$ cat config.mk
export PLATFORM = sky130hd
export DESIGN_NAME = alt_ripple_adder
export DESIGN_NICKNAME = d
export VERILOG_FILES = /design/src/rtl/ara_pkg.sv /design/src/rtl/ara_pg_cell.sv /design/src/rtl/ara_aoi_stage.sv /design/src/rtl/ara_oai_stage.sv /design/src/rtl/alt_ripple_adder.sv
export SDC_FILE = /design/constraint.sdc
export NUM_CORES = 1
export LEC_CHECK = 0
export ABC_AREA = 0
export CAP_MARGIN = 20
export CORE_MARGIN = 2
export CORE_UTILIZATION = 30
export DETAILED_ROUTE_END_ITERATION = 8
export PLACE_DENSITY = 0.84
export SYNTH_ARGS = -nofsm -noshare
export SYNTH_HDL_FRONTEND = slang
export SYNTH_SLANG_ARGS = --single-unit
export TNS_END_PERCENT = 1
$ cat constraint.sdc
create_clock -name vclk -period 17.8
set_input_delay 5.34 -clock vclk [all_inputs]
set_output_delay 5.34 -clock vclk [all_outputs]
set_load 0.02 [all_outputs]
$ cat src/rtl/ara_pkg.sv
package ara_pkg;
  typedef enum logic {STAGE_AOI = 1'b0, STAGE_OAI = 1'b1} stage_kind_e;

  // Stage kind follows bit index: even -> AOI (true carry in), odd -> OAI
  function automatic stage_kind_e kind_of(input int idx);
    return (idx % 2 == 0) ? STAGE_AOI : STAGE_OAI;
  endfunction
endpackage

$ cat src/rtl/ara_pg_cell.sv
module ara_pg_cell (
  input  logic a_i,
  input  logic b_i,
  output logic gen_o,
  output logic prop_o
);
  assign gen_o  = a_i & b_i;
  assign prop_o = a_i ^ b_i;
endmodule

$ cat src/rtl/ara_aoi_stage.sv
module ara_aoi_stage (
  input  logic gen_i,
  input  logic prop_i,
  input  logic carry_i,    // true polarity
  output logic carry_n_o,  // complemented polarity
  output logic sum_o
);
  assign carry_n_o = ~(gen_i | (prop_i & carry_i));
  assign sum_o     = prop_i ^ carry_i;
endmodule

$ cat src/rtl/ara_oai_stage.sv
module ara_oai_stage (
  input  logic gen_i,
  input  logic prop_i,
  input  logic carry_n_i,  // complemented polarity
  output logic carry_o,    // true polarity
  output logic sum_o
);
  logic gen_n;
  logic prop_n;

  // Operand-side inversions, off the carry path
  assign gen_n   = ~gen_i;
  assign prop_n  = ~prop_i;
  assign carry_o = ~((prop_n | carry_n_i) & gen_n);
  // Incoming carry is complemented, so XNOR restores the true sum
  assign sum_o   = ~(prop_i ^ carry_n_i);
endmodule

$ cat src/rtl/alt_ripple_adder.sv
module alt_ripple_adder #(
  parameter int WIDTH = 16
) (
  input  logic [WIDTH-1:0] a_i,
  input  logic [WIDTH-1:0] b_i,
  input  logic             cin_i,
  output logic [WIDTH-1:0] sum_o,
  output logic             cout_o
);
  import ara_pkg::*;

  localparam int NUM_PAIRS = WIDTH / 2;

  // chain[k] is the carry into stage k; even k true, odd k complemented
  logic [WIDTH:0]   chain;
  logic [WIDTH-1:0] gen;
  logic [WIDTH-1:0] prop;

  if ((WIDTH % 2) != 0 || NUM_PAIRS < 1) begin : g_bad_width
    $error("alt_ripple_adder: WIDTH must be a positive even number");
  end

  assign chain[0] = cin_i;

  for (genvar k = 0; k < WIDTH; k++) begin : g_stage
    ara_pg_cell u_pg (
      .a_i   (a_i[k]),
      .b_i   (b_i[k]),
      .gen_o (gen[k]),
      .prop_o(prop[k])
    );

    if (kind_of(k) == STAGE_AOI) begin : g_aoi
      ara_aoi_stage u_cell (
        .gen_i    (gen[k]),
        .prop_i   (prop[k]),
        .carry_i  (chain[k]),
        .carry_n_o(chain[k+1]),
        .sum_o    (sum_o[k])
      );
    end else begin : g_oai
      ara_oai_stage u_cell (
        .gen_i    (gen[k]),
        .prop_i   (prop[k]),
        .carry_n_i(chain[k]),
        .carry_o  (chain[k+1]),
        .sum_o    (sum_o[k])
      );
    end
  end

  // Top stage is OAI for even WIDTH, so the final carry is true polarity
  assign cout_o = chain[WIDTH];
endmodule

# After elaboration in Yosys (flattened, before gate mapping)
# Index checks and enable logic that the tools add are counted.
# Widths: inputs -> output; s select.
[word_totals]
ff_bits = 0
latch_bits = 0
ram_bits = 0
mem_bits_ro = 0
inputBits = 33
out_inout_bits = 17
wordCells = 120
memories = 0
[op_classes]
add_sub_neg = 0
n_mul = 0
div = 0
magnitude_cmp = 0
n_eq_ne = 0
n_shift = 0
muxes = 0
bitwise = 120
reduce_logical = 0
[ops]
columns = ["cell", "count"]
rows = [
  ["$not 1->1", 40],
  ["$and 1x1->1", 32],
  ["$xor 1x1->1", 32],
  ["$or 1x1->1", 16],
]

# Longest topological paths before layout
[depth]
word_depth = 49
mapped_depth = 21
ltp_nobuf = 20

# By module
# From an unflattened synthesis, not the netlist that was laid out.
[hier_totals]
hier_cells = 56
area_unflattened_um2 = 510.5
[modules_own_cells]
columns = ["mod", "instances", "cells_per_inst", "area_per_inst_um2", "seq_area_each_um2"]
rows = [
  ["ara_pg_cell", 16, 1, 12.5, 0.0],
  ["ara_oai_stage", 8, 3, 22.5, 0.0],
  ["ara_aoi_stage", 8, 2, 16.3, 0.0],
]

# Worst setup path after synthesis
# OpenSTA, ideal clock, no wires.
[synth_path]
path_type = "in2out"
start = "input port a_i[0]"
end = "output port sum_o[15]"
t_arrival_ns = 11.520
required_ns = 12.460
path_slack_ns = 0.940
cell_stages = 21
path_buffers = 1
cell_sequence = "inv_1 -> fa_1 -> inv_1 -> fa_1 -> fa_1 -> fa_1 -> fa_1 -> fa_1 -> fa_1 -> fa_1 -> fa_1 -> fa_1 -> fa_1 -> fa_1 -> fa_1 -> fa_1 -> fa_1 -> inv_1 -> fa_1 -> inv_1 -> buf_4"
[synth_via]
elab_chain_cells = 48
[synth_rtl]
columns = ["item", "line", "source"]
rows = [
  ["from (decl)", "alt_ripple_adder.sv:4", "input logic [WIDTH-1:0] a_i,"],
  ["$xor 1x1->1", "ara_pg_cell.sv:8", "assign prop_o = a_i ^ b_i;"],
  ["$and 1x1->1", "ara_aoi_stage.sv:8", "assign carry_n_o = ~(gen_i | (prop_i & carry_i));"],
  ["$or 1x1->1 *", "ara_aoi_stage.sv:8", ""],
  ["$not 1->1 *", "ara_aoi_stage.sv:8", ""],
  ["$or 1x1->1 *", "ara_oai_stage.sv:14", "assign carry_o = ~((prop_n | carry_n_i) & gen_n);"],
  ["$and 1x1->1 *", "ara_oai_stage.sv:14", ""],
  ["$not 1->1 *", "ara_oai_stage.sv:14", ""],
  ["$and 1x1->1 *", "ara_aoi_stage.sv:8", ""],
  ["[32 not listed]", "-", ""],
  ["$or 1x1->1 *", "ara_oai_stage.sv:14", ""],
  ["$and 1x1->1 *", "ara_oai_stage.sv:14", ""],
  ["$not 1->1 *", "ara_oai_stage.sv:14", ""],
  ["$and 1x1->1 *", "ara_aoi_stage.sv:8", ""],
  ["$or 1x1->1 *", "ara_aoi_stage.sv:8", ""],
  ["$not 1->1 *", "ara_aoi_stage.sv:8", ""],
  ["$xor 1x1->1 *", "ara_oai_stage.sv:16", "assign sum_o = ~(prop_i ^ carry_n_i);"],
  ["$not 1->1 *", "ara_oai_stage.sv:16", ""],
  ["to (decl)", "alt_ripple_adder.sv:7", "output logic [WIDTH-1:0] sum_o,"],
]
# Mark *: on every way between the ends. The rest lies on a longest branch, timed or not.

# Worst setup path after layout
[layout_path]
start = "input port b_i[0]"
end = "output port sum_o[15]"
[layout_via]
elab_chain_cells = 48
[layout_rtl]
columns = ["item", "line", "source"]
rows = [
  ["from (decl)", "alt_ripple_adder.sv:5", "input logic [WIDTH-1:0] b_i,"],
  ["$xor 1x1->1", "ara_pg_cell.sv:8", ""],
  ["$and 1x1->1", "ara_aoi_stage.sv:8", ""],
  ["$or 1x1->1 *", "ara_aoi_stage.sv:8", ""],
  ["$not 1->1 *", "ara_aoi_stage.sv:8", ""],
  ["$or 1x1->1 *", "ara_oai_stage.sv:14", ""],
  ["$and 1x1->1 *", "ara_oai_stage.sv:14", ""],
  ["$not 1->1 *", "ara_oai_stage.sv:14", ""],
  ["$and 1x1->1 *", "ara_aoi_stage.sv:8", ""],
  ["[32 not listed]", "-", ""],
  ["$or 1x1->1 *", "ara_oai_stage.sv:14", ""],
  ["$and 1x1->1 *", "ara_oai_stage.sv:14", ""],
  ["$not 1->1 *", "ara_oai_stage.sv:14", ""],
  ["$and 1x1->1 *", "ara_aoi_stage.sv:8", ""],
  ["$or 1x1->1 *", "ara_aoi_stage.sv:8", ""],
  ["$not 1->1 *", "ara_aoi_stage.sv:8", ""],
  ["$xor 1x1->1 *", "ara_oai_stage.sv:16", ""],
  ["$not 1->1 *", "ara_oai_stage.sv:16", ""],
]
# Marked as above.

==> out/qor.yml <==
outcome:
  status: "complete, no violations"
cells_and_area:
  multi_input_area_um2: 320.3
  fin_area_um2: 878.3
  nFillCells: 135
  numSequentialCells: 0
  clkbuf_count: 0
  diodes: 0
  seq_area_um2: 0
  drive_above_1_share_pct: 1.316
  nets: 127
  synthToLayoutAreaGrowth_pct: 83.77
routing:
  route.detailed.wl_per_inst_um: 10.20
  dr.pass1.iters: 1
  ant_nets: 0
  vias: 381
  route.detailed.drc: 0
  routed_via_density: 4.141
  drtIter0Drc: 0
  finalWirelength_um: 938
setup_path:
  cp_common_cell: "fa_1"
  crit_family: "adder cells"
  crit_path_start_kind: "input port"
  cp_data_required_time_ns: 12.46
  crit_type: "in -> out"
  crit_start: "b_i[0]"
  critPathMaxStageDelay_ns: 0.41
  crit_buf_inv: 6
  crit_fanout: 1
  crit_slowest_cell: "fa_1"
  cp_cell_sequence: "clkdlybuf4s50_1 > inv_1 > fa_1 > inv_1 > fa_1 > fa_1 > fa_1 > fa_1 > fa_1 > fa_1 > fa_1 > fa_1 > fa_1 > fa_1 > fa_1 > fa_1 > fa_1 > fa_1 > inv_1 > fa_1 > inv_1 > clkbuf_2"
  worstPathArrival_ns: 12.16
  worst_setup_path_end_kind: "output pin"
die:
  die_w_um: 43.92
  core_um2: 1506
  fp.dieH_um: 43.92
  start_util_pct: 31.73
  die_area_um2: 1929
  io_pins: 50
  fp-row-count: 14
synthesis:
  synth.area.top_cells: "fa_1 (67%), buf_4 (25%), inv_1 (7.9%)"
  yosysSeqAreaShare_pct: 0
  syn_inst: 42
  synth_top_cell_by_area: "fa_1"
  synth_simple_gate_area_share_pct: 0
  syn_nets: 91
  yosys_warnings: 0
  syn_area_um2: 478.0
  yosys.area_share.adder_pct: 67.02
  synth.distinct_cells: 3
  synthTopCellsByCount: "buf_4 (16), fa_1 (16), inv_1 (10)"
  synth_top_family_by_area: "adder cells"
  muxShareOfSynthArea_pct: 0
  synth_xor_xnor_area_share_pct: 0
  synth-compound-area-share_pct: 0
  avgSynthCellArea_um2: 11.38
  synth_top_area_share_pct: 67.02
timing:
  clock.fmax_mhz: 57.13
  hold_violations: 0
  slew_headroom_pct: 84.82
  worstMarginPinSlew_ns: 0.2273
  rsz0062_at_grt: "false"
  finalCritPeriodShare_pct: 98.33
  finalSetupViolCount: 0
  drv_slew: 0
  finalCriticalPeriod_ns: 17.50
global_route:
  grt_max_degree: 2
  antenna_found_initial: 0
  grt_pass1_vias: 410
  grt_pass1_wl_um: 1600
  overflow: 0
  grt_usage_pct: 10.78
worst_hold_path:
  holdCritStartpoint: "b_i[15]"
  hp-class: "in -> out"
power:
  power_frac_seq_pct: 0
  ir_worst_vdd_mv: 0.02338
  power.clock.fraction_pct: 0
  switching_share_pct: 45.36
  combinationalPowerShare_pct: 100.0
  total_power_w: 0.00004014
  p_switching_w: 0.00001820
  internal-power_w: 0.00002193
  power_density_nw_per_um2: 45.69
  p_leak_nw: 0.3842
place:
  io_buffers: 50
  place_congestion: 0.6363
  dp_hpwl_um: 946.8
  place_area_um2: 878.3
job:
  drv_cap: 0
cts:
  cts_setup_buffers: 0
-- power by group through the flow --
| stage | combinational [W] | sequential, W | clock [W] |
|---|---|---|---|
| detailed placement | 0.0000416 | 0 | 0 |
| CTS | 0.0000413 | 0 | 0 |
| floorplan | 0.0000272 | 0 | 0 |
| finish | 0.0000401 | 0 | 0 |
| global placement | 0.0000407 | 0 | 0 |
| global route | 0.0000438 | 0 | 0 |
-- cell usage in the layout (no fill, tap or decap) --
master,n
clkbuf_2,1
clkdlybuf4s50_1,47
dlymetal6s2s_1,2
fa_1,16
inv_1,10
-- per-layer routing --
layer | wire (um) | up-vias | track usage (%)
met5 | 0 | - | 0
met4 | 0 | 0 | 0
met3 | 260 | 0 | 7.083
met2 | 441 | 41 | 19.71
met1 | 236 | 172 | 10.79
li1 | - | 168 | -
-- cell type report --
cell class | instances | share of cell area, %
Timing Repair Buffer | 50 | 56.98
Multi-Input combinational cell | 16 | 36.47
Tap cell | 16 | 2.279
Inverter | 10 | 4.274
-- stage by stage --
step	setup WS, ns	instances	util (%)	TNS, ns	hold slack, ns
finish	0.2968	92	58.31	0	11.48
global route	0.01081	92	58.31	0	11.54
CTS	0.07269	92	58.22	0	11.66
detailed placement	-0.1803	92	58.31	-0.1803	11.86
global placement	-0.1263	92	58.31	-0.1263	11.85
floorplan	0.9403	42	-	0	10.94
-- cell families (layout without fill, tap and decap cells) --
family | after synthesis | count (layout)
buffers and inverters | 26 | 60
adder cells (fa/ha/maj) | 16 | 16
-- worst paths after layout --
| check | to | slack, ns | cells past startpoint |
|---|---|---|---|
| setup / recovery | sum_o[15] | 0.30 | 22 |
| hold / removal | sum_o[15] | 11.48 | 5 |
-- what timing repair did --
item / in CTS / in global routing
gates cloned: 0 / 0
hold endpoints to repair: 0 / 0
endpoints found under the setup margin: 1 / 3
pin swaps: 0 / 0
hold buffers: 0 / 0
resized for setup: 1 / 4
Power figures use the tool's default switching activity.
